<file path="src/rtl/alu8_pkg.sv">
`timescale 1ns/1ps
package alu8_pkg;
  localparam int DATA_W = 8;
  localparam int OP_W   = 4;

  localparam logic [OP_W-1:0] OP_AND  = 4'h0;
  localparam logic [OP_W-1:0] OP_OR   = 4'h1;
  localparam logic [OP_W-1:0] OP_XOR  = 4'h2;
  localparam logic [OP_W-1:0] OP_TEST = 4'h3;
  localparam logic [OP_W-1:0] OP_ADD  = 4'h4;
  localparam logic [OP_W-1:0] OP_ADDC = 4'h5;
  localparam logic [OP_W-1:0] OP_SUB  = 4'h6;
  localparam logic [OP_W-1:0] OP_SUBC = 4'h7;
  localparam logic [OP_W-1:0] OP_CMP  = 4'h8;
  localparam logic [OP_W-1:0] OP_LAST = OP_CMP;

  typedef enum logic [1:0] {
    LFN_AND = 2'd0,
    LFN_OR  = 2'd1,
    LFN_XOR = 2'd2
  } lfn_e;

  typedef struct packed {
    logic defined;
    logic is_logic;
    logic is_test;
    logic is_sub;
    logic use_cin;
    logic no_wb;
    lfn_e lfn;
  } op_ctl_t;
endpackage

</file>
<file path="src/rtl/alu8_decode.sv">
`timescale 1ns/1ps
module alu8_decode
  import alu8_pkg::*;
(
  input  logic [OP_W-1:0] op_i,
  output op_ctl_t         ctl_o
);
  always_comb begin
    ctl_o          = '0;
    ctl_o.lfn      = LFN_AND;
    ctl_o.defined  = (op_i <= OP_LAST);
    ctl_o.is_logic = (op_i <= OP_TEST);
    ctl_o.is_test  = (op_i == OP_TEST);
    ctl_o.is_sub   = (op_i == OP_SUB) || (op_i == OP_SUBC) || (op_i == OP_CMP);
    ctl_o.use_cin  = (op_i == OP_ADDC) || (op_i == OP_SUBC);
    ctl_o.no_wb    = (op_i == OP_TEST) || (op_i == OP_CMP) || (op_i > OP_LAST);
    if (op_i == OP_OR)       ctl_o.lfn = LFN_OR;
    else if (op_i == OP_XOR) ctl_o.lfn = LFN_XOR;
    else                     ctl_o.lfn = LFN_AND;
  end
endmodule

</file>
<file path="src/rtl/alu8_logic_unit.sv">
`timescale 1ns/1ps
module alu8_logic_unit
  import alu8_pkg::*;
#(
  parameter int W = DATA_W
) (
  input  lfn_e         fn_i,
  input  logic [W-1:0] a_i,
  input  logic [W-1:0] b_i,
  output logic [W-1:0] y_o
);
  function automatic logic [W-1:0] f_bitwise(input lfn_e fn,
                                             input logic [W-1:0] a,
                                             input logic [W-1:0] b);
    logic [W-1:0] r;
    case (fn)
      LFN_OR:  r = a | b;
      LFN_XOR: r = a ^ b;
      default: r = a & b;
    endcase
    return r;
  endfunction

  assign y_o = f_bitwise(fn_i, a_i, b_i);
endmodule

</file>
<file path="src/rtl/alu8_arith_unit.sv">
`timescale 1ns/1ps
module alu8_arith_unit
  import alu8_pkg::*;
#(
  parameter int W = DATA_W
) (
  input  logic         sub_i,
  input  logic         use_cin_i,
  input  logic         cin_i,
  input  logic [W-1:0] a_i,
  input  logic [W-1:0] b_i,
  output logic [W-1:0] y_o,
  output logic         cy_o
);
  localparam int WX = W + 1;

  // One adder serves both directions: subtraction adds ~B with an
  // inverted carry-in, and the carry out is inverted into a borrow.
  function automatic logic [WX-1:0] f_addsub(input logic sub,
                                             input logic cin,
                                             input logic [W-1:0] a,
                                             input logic [W-1:0] b);
    logic [W-1:0]  bb;
    logic          ci;
    logic [WX-1:0] s;
    bb = sub ? ~b : b;
    ci = sub ? ~cin : cin;
    s  = {1'b0, a} + {1'b0, bb} + {{W{1'b0}}, ci};
    s[W] = sub ? ~s[W] : s[W];
    return s;
  endfunction

  logic          cin_eff;
  logic [WX-1:0] sum_w;

  assign cin_eff = use_cin_i & cin_i;
  assign sum_w   = f_addsub(sub_i, cin_eff, a_i, b_i);
  assign y_o     = sum_w[W-1:0];
  assign cy_o    = sum_w[W];
endmodule

</file>
<file path="src/rtl/alu8_flag_unit.sv">
`timescale 1ns/1ps
module alu8_flag_unit
  import alu8_pkg::*;
#(
  parameter int W = DATA_W
) (
  input  op_ctl_t      ctl_i,
  input  logic [W-1:0] logic_val_i,
  input  logic [W-1:0] arith_val_i,
  input  logic         arith_cy_i,
  input  logic         carry_i,
  input  logic         zero_i,
  output logic [W-1:0] res_o,
  output logic         wr_en_o,
  output logic         carry_o,
  output logic         zero_o
);
  function automatic logic f_odd_parity(input logic [W-1:0] v);
    logic p;
    p = 1'b0;
    for (int i = 0; i < W; i++) p = p ^ v[i];
    return p;
  endfunction

  logic [W-1:0] sel_val;

  always_comb begin
    if (!ctl_i.defined)      sel_val = '0;
    else if (ctl_i.is_logic) sel_val = logic_val_i;
    else                     sel_val = arith_val_i;
  end

  always_comb begin
    if (!ctl_i.defined)      carry_o = carry_i;
    else if (ctl_i.is_test)  carry_o = f_odd_parity(logic_val_i);
    else if (ctl_i.is_logic) carry_o = 1'b0;
    else                     carry_o = arith_cy_i;
  end

  assign zero_o  = ctl_i.defined ? (sel_val == '0) : zero_i;
  assign res_o   = sel_val;
  assign wr_en_o = ctl_i.defined & ~ctl_i.no_wb;
endmodule

</file>
<file path="src/rtl/alu8_core.sv">
`timescale 1ns/1ps
module alu8_core
  import alu8_pkg::*;
#(
  parameter int W = DATA_W
) (
  input  logic [OP_W-1:0] op_i,
  input  logic [W-1:0]    opa_i,
  input  logic [W-1:0]    opb_i,
  input  logic            carry_i,
  input  logic            zero_i,
  output logic [W-1:0]    res_o,
  output logic            wr_en_o,
  output logic            carry_o,
  output logic            zero_o
);
  op_ctl_t      ctl;
  logic [W-1:0] logic_val;
  logic [W-1:0] arith_val;
  logic         arith_cy;

  alu8_decode u_dec (
    .op_i  (op_i),
    .ctl_o (ctl)
  );

  alu8_logic_unit #(.W(W)) u_log (
    .fn_i (ctl.lfn),
    .a_i  (opa_i),
    .b_i  (opb_i),
    .y_o  (logic_val)
  );

  alu8_arith_unit #(.W(W)) u_ari (
    .sub_i     (ctl.is_sub),
    .use_cin_i (ctl.use_cin),
    .cin_i     (carry_i),
    .a_i       (opa_i),
    .b_i       (opb_i),
    .y_o       (arith_val),
    .cy_o      (arith_cy)
  );

  alu8_flag_unit #(.W(W)) u_flg (
    .ctl_i       (ctl),
    .logic_val_i (logic_val),
    .arith_val_i (arith_val),
    .arith_cy_i  (arith_cy),
    .carry_i     (carry_i),
    .zero_i      (zero_i),
    .res_o       (res_o),
    .wr_en_o     (wr_en_o),
    .carry_o     (carry_o),
    .zero_o      (zero_o)
  );
endmodule

</file>
<file path="config.mk">
export PLATFORM = sky130hd
export DESIGN_NAME = alu8_core
export DESIGN_NICKNAME = d
export VERILOG_FILES = /design/src/rtl/alu8_pkg.sv /design/src/rtl/alu8_decode.sv /design/src/rtl/alu8_logic_unit.sv /design/src/rtl/alu8_arith_unit.sv /design/src/rtl/alu8_flag_unit.sv /design/src/rtl/alu8_core.sv
export SDC_FILE = /design/constraint.sdc
export NUM_CORES = 1
export LEC_CHECK = 0
export CAP_MARGIN = 10
export CORE_AREA = 2 2 64 66
export DETAILED_ROUTE_END_ITERATION = 8
export DIE_AREA = 0 0 66 68
export GPL_TIMING_DRIVEN = 0
export SYNTH_ARGS = -nofsm -noshare
export SYNTH_HDL_FRONTEND = slang
export SYNTH_SLANG_ARGS = --single-unit
</file>
<file path="constraint.sdc">
create_clock -name vclk -period 4.99
set_input_delay 0.499 -clock vclk [all_inputs]
set_output_delay 0.499 -clock vclk [all_outputs]
set_load 0.01 [all_outputs]
</file>
; ---- Word-level counts from Yosys, hierarchy flattened
; Cells that the tools add are included.
[classes]
bitwise = 16
n_reduce_logical = 6
mux = 12
n_addsub = 2
n_lt_le_gt_ge = 3
n_eq_ne = 9
[op_table]
columns = operator, n
row1 = 2-to-1 mux 8 bit, 3
row2 = case mux 8 bit (2 select lines), 1
row3 = "equality test 4 x 3 -> 1 bit, second input constant", 3
row4 = adder 8 x 8 -> 9 bit, 1
row5 = adder 9 x 1 -> 9 bit, 1
row6 = bitwise AND 8 bit, 1
row7 = "equality test 4 x 2 -> 1 bit, second input constant", 2
row8 = logical NOT 8 bit, 1
row9 = NOT 8 bit, 1
row10 = bitwise OR 8 bit, 1
row11 = bitwise XOR 8 bit, 1
row12 = bitwise XOR 1 bit, 7
row13 = 2-to-1 mux 1 bit, 6
row14 = logical OR 1 bit, 5
row15 = "equality test 4 x 1 -> 1 bit, second input constant", 1
row16 = "equality test 4 bit, second input constant", 1
row17 = "greater-than comparator 4 bit, second input constant", 1
row18 = "less-or-equal comparator 4 x 2 -> 1 bit, second input constant", 1
row19 = "less-or-equal comparator 4 bit, second input constant", 1
row20 = 2-to-1 mux 2 bit, 2
row21 = NOT 1 bit, 3
row22 = bitwise AND 1 bit, 2
row23 = "equality test 2 x 1 -> 1 bit, second input constant", 1
row24 = "equality test 2 bit, second input constant", 1
[totals]
register_bits = 0
wordCells = 48
out_inout_bits = 11

; ---- Depth between registers and ports, before layout
; Gate-level depths: netlist of run 1.
[logic_depth]
ltp_word = 14
ltp_mapped = 15

; ---- Hierarchy
; Synthesis of run 1 repeated with hierarchy kept, for this count alone.
[hier_totals]
cells_unflattened = 177
area_unflattened_um2 = 1300.0
[by_module_without_submodules]
columns = module, area_per_inst_um2, cells_per_inst, instances, seq_area_each_um2
row1 = alu8_logic_unit, 481.7, 70, 1, 0.0
row2 = alu8_arith_unit, 462.9, 57, 1, 0.0
row3 = alu8_flag_unit, 284.0, 39, 1, 0.0
row4 = alu8_decode, 71.3, 11, 1, 0.0

; ---- Worst setup path before layout of run 1
; OpenSTA, ideal clock, no wires.
[synth_timing]
path_type = input -> output
start = input port op_i[1]
end = output port zero_o
path_buffers = 3
path_slack_ns = 0.871
t_arrival_ns = 3.620
required_ns = 4.491
stages = 15
cell_sequence = buf_6 -> buf_2 -> and3_1 -> a31oi_1 -> buf_2 -> xnor2_1 -> fa_1 -> fa_1 -> a211oi_1 -> o21bai_1 -> a21oi_1 -> xnor2_1 -> a21oi_1 -> nor2_1 -> o41ai_1
[synth_via]
elab_chain_cells = 10
elab_cells_between_ends = 26
classes_between = add/sub: 2 / order compare: 2 / eq/ne: 8 / mux: 8 / bitwise: 2 / reduce/logical: 4
[synth_lines]
columns = item, line
row1 = from (decl), alu8_core.sv:7  ; input logic [OP_W-1:0] op_i,
row2 = equality test 4 x 3 -> 1 bit (on tied branches), "alu8_decode.sv:14, alu8_decode.sv:15"
row3 = logical OR 1 bit (on tied branches), "alu8_decode.sv:14, alu8_decode.sv:15"
row4 = logical OR 1 bit / bitwise AND 1 bit (equally long branches), "alu8_decode.sv:14, alu8_arith_unit.sv:36"
row5 = 2-to-1 mux 8 bit / NOT 1 bit (equally long branches), "alu8_arith_unit.sv:26, alu8_arith_unit.sv:27"
row6 = adder 8 x 8 -> 9 bit / 2-to-1 mux 1 bit (equally long branches), "alu8_arith_unit.sv:28, alu8_arith_unit.sv:27"
row7 = adder 9 x 1 -> 9 bit, alu8_arith_unit.sv:28  ; s = {1'b0, a} + {1'b0, bb} + {{W{1'b0}}, ci};
row8 = 2-to-1 mux 8 bit, alu8_flag_unit.sv:29  ; else if (ctl_i.is_logic) sel_val = logic_val_i;
row9 = 2-to-1 mux 8 bit (*), alu8_flag_unit.sv:28  ; if (!ctl_i.defined) sel_val = '0;
row10 = net res_o[6], alu8_core.sv:12  ; output logic [W-1:0] res_o,
row11 = logical NOT 8 bit (*), alu8_flag_unit.sv:40  ; assign zero_o = ctl_i.defined ? (sel_val == '0) : zero_i;
row12 = 2-to-1 mux 1 bit (*), alu8_flag_unit.sv:40
row13 = to (decl), alu8_core.sv:15  ; output logic zero_o
; The timed path passes the listed nets; every way through them passes the cells marked *.

; ---- Worst setup path after layout of run 1
[layout_timing]
start = input port op_i[2]
end = output port carry_o
[layout_via]
elab_chain_cells = 14
elab_cells_between_ends = 35
classes_between = add/sub: 2 / order compare: 2 / eq/ne: 9 / mux: 9 / bitwise: 10 / reduce/logical: 3
[layout_lines]
columns = item, line
row1 = branches (longest 13 deep; another with adder 8 x 8 -> 9 bit), --
row2 = 2-to-1 mux 1 bit (*), alu8_flag_unit.sv:34  ; if (!ctl_i.defined) carry_o = carry_i;
row3 = to (decl), alu8_core.sv:14  ; output logic carry_o,
; Every way passes the cells marked *.

==> impl_table.tex, run 1 <==
\begin{tabular}{lr}
\hline
Metric & Value \\
\hline
\multicolumn{2}{l}{\textbf{GRT}} \\
\quad Vias in the first global route & between 1,000 and 1,500 \\
\quad Number of antenna violations at the first check in global routing & 0 \\
\quad Overall global routing resource usage & 14.7\% \\
\quad Global-route congestion overflow total & 0 \\
\quad Global-route wire length before repair & 5.22 mm \\
\quad Pin count of the biggest net entering global routing & 11 \\
\multicolumn{2}{l}{\textbf{Worst hold path}} \\
\quad Worst hold start & op\_i[3] \\
\quad Worst Hold Depth & 3 \\
\quad Destination of the worst hold path & wr\_en\_o \\
\quad Path category of the worst min-delay check & input pin to primary output \\
\multicolumn{2}{l}{\textbf{Critical path}} \\
\quad Critical path data arrival time & between 4 and 5 ns \\
\quad Critical path launch point type & input pin \\
\quad Worst Setup Path Type & input pin to primary output \\
\quad Critical path fanouts, max & 8 \\
\quad Critical path endpoint category & primary output \\
\quad Data required, critical path & 4.49 ns \\
\multicolumn{2}{l}{\textbf{STA}} \\
\quad Final critical-path required period & around 4.7 ns \\
\quad Final hold vios & 0 \\
\quad Final max-slew violation count & 0 \\
\quad FMAX & 213 MHz \\
\quad Final setup viols & 0 \\
\quad Portion of the clock cycle consumed by the worst path in the final layout & between 90\% and 100\% \\
\quad Slew HR & 66.1\% \\
\quad RSZ-0062 raised after global routing & no \\
\quad Slew at the pin closest to its max-slew limit & 0.506 ns \\
\multicolumn{2}{l}{\textbf{Cells and area}} \\
\quad Post-layout util & 44.2\% \\
\quad Fillers & 437 \\
\quad Synth-to-Final Area Change & 33.7\% \\
\quad Fraction of layout instances using a drive strength above 1 & about 8\% \\
\quad Net total in the final layout & roughly 260 \\
\quad Multi-input logic area & about 1200 µm² \\
\quad Cell area after layout & 1700 µm² \\
\quad Number of flip-flops and latches & 0 \\
\quad Sequential cell area in the final layout & 0 µm² \\
\quad Diode count & 0 \\
\quad Final Instance Count excl. Fillers & 263 \\
\quad CLK BUF & 0 \\
\multicolumn{2}{l}{\textbf{Logic synthesis}} \\
\quad Biggest area consumer among synthesized cells & sky130\_fd\_sc\_hd\_\_ha\_1 \\
\quad Yosys cell types & 43 \\
\quad Net Count, Synth & 225 \\
\quad Synth warnings & 0 \\
\quad Area share of the largest cell type after synthesis & 22.6\% \\
\quad Top cells by area in the synthesized netlist & sky130\_fd\_sc\_hd\_\_ha\_1, sky130\_fd\_sc\_hd\_\_xnor2\_1, sky130\_fd\_sc\_hd\_\_a21oi\_1 \\
\quad Mapped Cells & 178 \\
\quad Sequential-to-total area share from yosys stat & 0\% \\
\quad Post-Synthesis Mean Instance Area & 7.16 µm² \\
\quad Summed instance area of the synthesized netlist & between 1000 and 1500 µm² \\
\multicolumn{2}{l}{\textbf{Routing}} \\
\quad Total Wirelength & 3.22 mm \\
\quad Number of design rule violations left after detail routing & 0 \\
\quad Total via count after detailed routing & 1,337 \\
\quad Drt first-iter violations & 39 \\
\quad Wire per inst & 12.2 µm \\
\quad Detailed-router iteration count before antenna repair & 4 \\
\quad Post-detailed-route via-to-cell ratio & 5.08 \\
\quad Post-route ant nets & 0 \\
\multicolumn{2}{l}{\textbf{Floorplanning}} \\
\quad Die area & approximately 4500 µm² \\
\quad Number of cell rows & 23 \\
\quad Number of top-level design ports & 33 \\
\quad Horizontal die dimension & 66 µm \\
\quad Initial standard-cell utilization of the core & between 30\% and 40\% \\
\quad Core Footprint & 3860 µm² \\
\quad Die height & slightly below 70 µm \\
\multicolumn{2}{l}{\textbf{Placed design}} \\
\quad Placed cell area & 1660 µm² \\
\quad HPWL after detailed placement & roughly 2.7 mm \\
\quad Buffers on Ports & 32 \\
\quad Final estimated routing congestion in global placement & 0.800 \\
\quad Cell count after placement & 260 \\
\multicolumn{2}{l}{\textbf{Pwr}} \\
\quad Power Dens Cells & 129 nW/µm² \\
\quad P\_leak & between 0.7 and 0.8 nW \\
\quad Maximum resistive drop on vdd & 0.0644 mV \\
\multicolumn{2}{l}{\textbf{Run}} \\
\quad Reported max-cap violation count & 0 \\
\multicolumn{2}{l}{\textbf{Status}} \\
\quad Run status & complete, no violations \\
\multicolumn{2}{l}{\textbf{Clock network}} \\
\quad Number of buffers inserted by hold repair at cts & 0 \\
\hline
\end{tabular}
how the worst max path moves through the flow:
stage,start,endpoint,slack (ns),cells after the start
after floorplan,op_i[1],zero_o,0.87,15
after global placement,op_i[1],zero_o,-0.41,17
after detailed placement,op_i[1],zero_o,-0.47,17
after CTS,op_i[1],carry_o,0.02,17
after global routing,op_i[2],carry_o,0.04,15
final,op_i[2],carry_o,0.29,15
per-layer routing:
| metal | vias to the layer above | share of wire [%] | global-route usage [%] |
|---|---|---|---|
| met2 | 23 | 47 | 27.8 |
| met3 | 0 | 3.2 | 0.329 |
| met5 | - | 0 | 0 |
| li1 | 721 | - | - |
| met1 | 593 | 50 | 19.9 |
| met4 | 0 | 0 | 0 |
area by class of cell:
cell class | count | area share [%]
Inverter | 19 | 4.19
Tap cell | 50 | 3.67
Buffer | 7 | 2.79
Timing Repair Buffer | 37 | 21.1
Multi-Input combinational cell | 150 | 68.3
cell families (layout without fill, tap and decap cells):
logic type / Yosys count / after routing / share of synthesized area [%]
multiplexers: 1 / 1 / 0.785
buffers and inverters: 28 / 63 / 9.62
adder cells (fa/ha/maj): 25 / 25 / 25.7
AND/OR/NAND/NOR: 47 / 47 / 20.5
AO/OA/AOI/OAI: 58 / 58 / 29.2
XOR/XNOR: 19 / 19 / 14.1
layout by cell type, fill, tap and decap left out, types with 3 or more instances in the layout:
cell / instances
sky130_fd_sc_hd__a211oi_1: 5
sky130_fd_sc_hd__a21oi_1: 14
sky130_fd_sc_hd__a21oi_2: 3
sky130_fd_sc_hd__a31oi_1: 4
sky130_fd_sc_hd__and3_1: 3
sky130_fd_sc_hd__buf_4: 7
sky130_fd_sc_hd__clkdlybuf4s50_1: 30
sky130_fd_sc_hd__ha_1: 23
sky130_fd_sc_hd__inv_1: 19
sky130_fd_sc_hd__nand2_1: 6
sky130_fd_sc_hd__nand3_1: 5
sky130_fd_sc_hd__nor2_1: 12
sky130_fd_sc_hd__o21ai_0: 8
sky130_fd_sc_hd__o21ai_1: 6
sky130_fd_sc_hd__or2_1: 3
sky130_fd_sc_hd__xnor2_1: 15
sky130_fd_sc_hd__xor2_1: 3
through the flow:
stage          power, mW  hold slack (ns)  worst slack, ns  TNS, ns
3_3_place_gp       0.213             1.72           -0.415   -0.720
2_1_floorplan      0.138             1.12            0.871        0
6_report           0.220             1.72            0.286        0
4_1_cts            0.217             1.72           0.0175        0
5_1_grt            0.245             1.75           0.0437        0
3_5_place_dp       0.214             1.72           -0.473   -0.818
cells in the mapped netlist, types with 3 or more instances:
master,number
sky130_fd_sc_hd__o21ai_0,8
sky130_fd_sc_hd__o21ai_1,6
sky130_fd_sc_hd__a211oi_1,6
sky130_fd_sc_hd__nand3_1,5
sky130_fd_sc_hd__xor2_1,3
sky130_fd_sc_hd__or2_1,3
sky130_fd_sc_hd__a31oi_1,4
sky130_fd_sc_hd__ha_1,23
sky130_fd_sc_hd__xnor2_1,15
sky130_fd_sc_hd__buf_2,5
sky130_fd_sc_hd__and3_1,3
sky130_fd_sc_hd__a21oi_1,15
sky130_fd_sc_hd__inv_1,19
sky130_fd_sc_hd__nand2_1,6
sky130_fd_sc_hd__nor2_1,12
power by group:
part,internal (mW),switching [mW]
Clock,0,0
Sequential,0,0
Combinational,0.114,0.105
Total,0.114,0.105
critical path: stages:
cell and delay, ns:
sky130_fd_sc_hd__clkdlybuf4s50_1 0.61, sky130_fd_sc_hd__and3_1 0.23, sky130_fd_sc_hd__a31oi_1 0.05, sky130_fd_sc_hd__buf_4 0.16, sky130_fd_sc_hd__xnor2_1 0.14, sky130_fd_sc_hd__fa_1 0.46, sky130_fd_sc_hd__fa_2 0.40, sky130_fd_sc_hd__a211oi_2 0.22
sky130_fd_sc_hd__o21bai_1 0.15, sky130_fd_sc_hd__a21oi_2 0.19, sky130_fd_sc_hd__o21ai_0 0.16, sky130_fd_sc_hd__xnor2_1 0.18, sky130_fd_sc_hd__a22oi_1 0.09, sky130_fd_sc_hd__o21ai_1 0.11, sky130_fd_sc_hd__clkdlybuf4s50_1 0.55
repair_timing:
item / in CTS / in global routing
gates resized for setup: 5 / 2
setup buffers: 0 / 5
hold endpoints to repair: 0 / 0
endpoints found under the setup margin: 4 / 5
Note: power is estimated with default switching activity, not from simulation.
==> run 2, diff against run 1 <==
Settings changed: CELL_PAD_IN_SITES_DETAIL_PLACEMENT set to 1, CELL_PAD_IN_SITES_GLOBAL_PLACEMENT set to 1, PLACE_DENSITY_LB_ADDON set to 0.1.
==> run 2 against run 1 <==
Cell count decreased by 0.38%. Highest routed layer is now met4. Sequential share of layout area unchanged. Critical path type unchanged. Via count increased by 6.1%. Setup slack improved by 0.011 ns.
==> impl_table.tex, run 2 (synthesized netlist as in run 1, its figures left out) <==
\begin{tabular}{lr}
\hline
Metric & Value \\
\hline
\multicolumn{2}{l}{\textbf{STA}} \\
\quad Worst slack on hold paths & 1.72 ns (+0.00547 ns) \\
\quad Final critical-path required period & 4.69 ns (-0.0105 ns) \\
\quad RSZ-0062 raised after global routing & no \\
\quad Final setup viols & 0 (unchanged) \\
\quad Portion of the clock cycle consumed by the worst path in the final layout & 94.1\% (-0.21 points) \\
\quad Final max-slew violation count & 0 (unchanged) \\
\quad Worst Setup Slack, final & 0.296 ns (+0.0105 ns) \\
\quad Final hold vios & 0 (unchanged) \\
\quad Slew at the pin closest to its max-slew limit & 0.547 ns (+0.0405 ns) \\
\quad Slew HR & 63.4\% (-2.7 points) \\
\quad FMAX & 213 MHz (+0.22\%) \\
\multicolumn{2}{l}{\textbf{Critical path}} \\
\quad Critical path fanouts, max & 10 (+2) \\
\quad Data required, critical path & 4.49 ns (about the same) \\
\quad Critical path endpoint category & primary output \\
\quad Worst Setup Path Type & input pin to primary output \\
\quad Critical path data arrival time & 4.19 ns (-0.02 ns) \\
\quad Critical path launch point type & input pin \\
\multicolumn{2}{l}{\textbf{Pwr}} \\
\quad Power Dens Cells & 134 nW/µm² (+3.7\%) \\
\quad Maximum resistive drop on vdd & 0.0555 mV (-14\%) \\
\quad P\_leak & 0.741 nW (-2.0\%) \\
\multicolumn{2}{l}{\textbf{Cells and area}} \\
\quad CLK BUF & 0 (unchanged) \\
\quad Multi-input logic area & 1160 µm² (+0.11\%) \\
\quad Number of flip-flops and latches & 0 (unchanged) \\
\quad Synth-to-Final Area Change & 32.7\% \\
\quad Most common cell after layout, fill and taps aside & sky130\_fd\_sc\_hd\_\_clkdlybuf4s50\_1 \\
\quad Fraction of layout instances using a drive strength above 1 & 8.02\% (+0.038 points) \\
\quad Cell area after layout & 1690 µm² (-0.73\%) \\
\quad Final Instance Count excl. Fillers & 262 (-0.38\%) \\
\quad Fillers & 517 (+18\%) \\
\quad Sequential cell area in the final layout & 0 µm² (unchanged) \\
\quad Highest-count cells in the layout ignoring fill and taps & sky130\_fd\_sc\_hd\_\_clkdlybuf4s50\_1, sky130\_fd\_sc\_hd\_\_ha\_1, sky130\_fd\_sc\_hd\_\_inv\_1 \\
\quad Net total in the final layout & 261 (-0.38\%) \\
\quad Post-layout util & 43.9\% (-0.32 points) \\
\quad Diode count & 0 (unchanged) \\
\multicolumn{2}{l}{\textbf{Placed design}} \\
\quad Placed cell area & 1660 µm² (unchanged) \\
\quad Setup WS pre-CTS & -0.547 ns (-0.0740 ns) \\
\quad Buffers on Ports & 32 (unchanged) \\
\quad Final estimated routing congestion in global placement & 0.880 (+10\%) \\
\quad HPWL after detailed placement & 3.41 mm (+28\%) \\
\quad Cell count after placement & 260 (unchanged) \\
\multicolumn{2}{l}{\textbf{Floorplanning}} \\
\quad Core Footprint & 3860 µm² (unchanged) \\
\quad Die height & 68 µm (unchanged) \\
\quad Horizontal die dimension & 66 µm (unchanged) \\
\quad Number of cell rows & 23 (unchanged) \\
\quad Number of top-level design ports & 33 (unchanged) \\
\quad Initial standard-cell utilization of the core & 33.1\% (unchanged) \\
\quad Die area & 4490 µm² (unchanged) \\
\multicolumn{2}{l}{\textbf{GRT}} \\
\quad Global-route congestion overflow total & 0 (unchanged) \\
\quad Global-route wire length before repair & 6.53 mm (+25\%) \\
\quad Pin count of the biggest net entering global routing & 20 (+9) \\
\quad Number of antenna violations at the first check in global routing & 0 (unchanged) \\
\quad Overall global routing resource usage & 18.4\% (+3.7 points) \\
\quad Vias in the first global route & 1,467 (+25\%) \\
\multicolumn{2}{l}{\textbf{Worst hold path}} \\
\quad Worst hold start & op\_i[3] \\
\quad Path category of the worst min-delay check & input pin to primary output \\
\quad Destination of the worst hold path & wr\_en\_o \\
\quad Worst Hold Depth & 3 (unchanged) \\
\multicolumn{2}{l}{\textbf{Routing}} \\
\quad Detailed-router iteration count before antenna repair & 4 (unchanged) \\
\quad Wire per inst & 15.2 µm (+24\%) \\
\quad Drt first-iter violations & 29 (-26\%) \\
\quad Total via count after detailed routing & 1,419 (+6.1\%) \\
\quad Post-route ant nets & 0 (unchanged) \\
\quad Number of design rule violations left after detail routing & 0 (unchanged) \\
\quad Post-detailed-route via-to-cell ratio & 5.42 (+6.5\%) \\
\quad Total Wirelength & 3.99 mm (+24\%) \\
\multicolumn{2}{l}{\textbf{Run}} \\
\quad Reported max-cap violation count & 0 (unchanged) \\
\multicolumn{2}{l}{\textbf{Clock network}} \\
\quad Number of buffers inserted by hold repair at cts & 0 (unchanged) \\
\multicolumn{2}{l}{\textbf{Status}} \\
\quad Run status & complete, no violations \\
\hline
\end{tabular}
## run 2: cell types whose count changed in the layout (fill, tap and decap cells not counted)
cell                              previous run  this run
sky130_fd_sc_hd__a211oi_1                    5         6
sky130_fd_sc_hd__buf_6                       0         1
sky130_fd_sc_hd__fa_2                        1         2
sky130_fd_sc_hd__a21oi_2                     3         4
sky130_fd_sc_hd__buf_8                       1         0
sky130_fd_sc_hd__fa_1                        1         0
sky130_fd_sc_hd__a21oi_1                    14        13
sky130_fd_sc_hd__clkdlybuf4s50_1            30        31
sky130_fd_sc_hd__a211oi_2                    1         0
sky130_fd_sc_hd__dlymetal6s2s_1              1         0
sky130_fd_sc_hd__buf_4                       7         6
## run 2: per-layer routing
| metal | track usage [%] | up-vias | routed length [µm] | part of all wire (%) |
|---|---|---|---|---|
| li1 | - | 709 | - | - |
| met1 | 20.7 | 681 | 1720 | 43 |
| met2 | 39.6 | 27 | 2150 | 54 |
| met4 | 1.53 | 0 | 25 | 0.63 |
| met3 | 0.164 | 2 | 91 | 2.3 |
| met5 | 0 | - | 0 | 0 |
## run 2: critical path, cell delays in order
cell and delay (ns):
sky130_fd_sc_hd__clkdlybuf4s50_1 0.54, sky130_fd_sc_hd__buf_6 0.16, sky130_fd_sc_hd__and3_1 0.18, sky130_fd_sc_hd__a31oi_1 0.05, sky130_fd_sc_hd__buf_4 0.15, sky130_fd_sc_hd__buf_4 0.19
sky130_fd_sc_hd__xnor2_1 0.28, sky130_fd_sc_hd__ha_1 0.31, sky130_fd_sc_hd__a211oi_1 0.22, sky130_fd_sc_hd__o21bai_1 0.13, sky130_fd_sc_hd__a21oi_2 0.23, sky130_fd_sc_hd__o21ai_1 0.12
sky130_fd_sc_hd__xnor2_1 0.13, sky130_fd_sc_hd__a221oi_1 0.38, sky130_fd_sc_hd__clkdlybuf4s50_1 0.60
## run 2: what timing repair did
action | 4_1_cts | 5_1_grt
setup endpoints to repair | 5 | 3
buffers inserted | 1 | 3
resized for setup | 5 | 1
## run 2: how the worst max path moves through the flow
stage | startpoint | to
detailed placement | op_i[1] | zero_o
global route | op_i[1] | res_o[7]
global placement | op_i[1] | zero_o
finish | op_i[1] | res_o[7]
CTS | op_i[0] | carry_o
floorplan | op_i[1] | zero_o
## run 2: metrics by stage
stage	setup TNS [ns]	total power, mW
finish	0	0.226
global route	0	0.250
CTS	0	0.226
detailed placement	-1.27	0.223
global placement	-0.662	0.214
floorplan	0	0.138
## run 2: area by class of cell
cell class,count,area share (%)
inverter,19,4.22
buffer,7,2.59
tap,50,3.70
multi-input combinational,150,68.9
timing repair buffer,36,20.6
## run 2: where the power goes
group / internal, mW / leakage [nW] / switching [mW]
Clock: 0 / 0 / 0
Sequential: 0 / 0 / 0
Combinational: 0.114 / 0.741 / 0.112
Total: 0.114 / 0.741 / 0.112
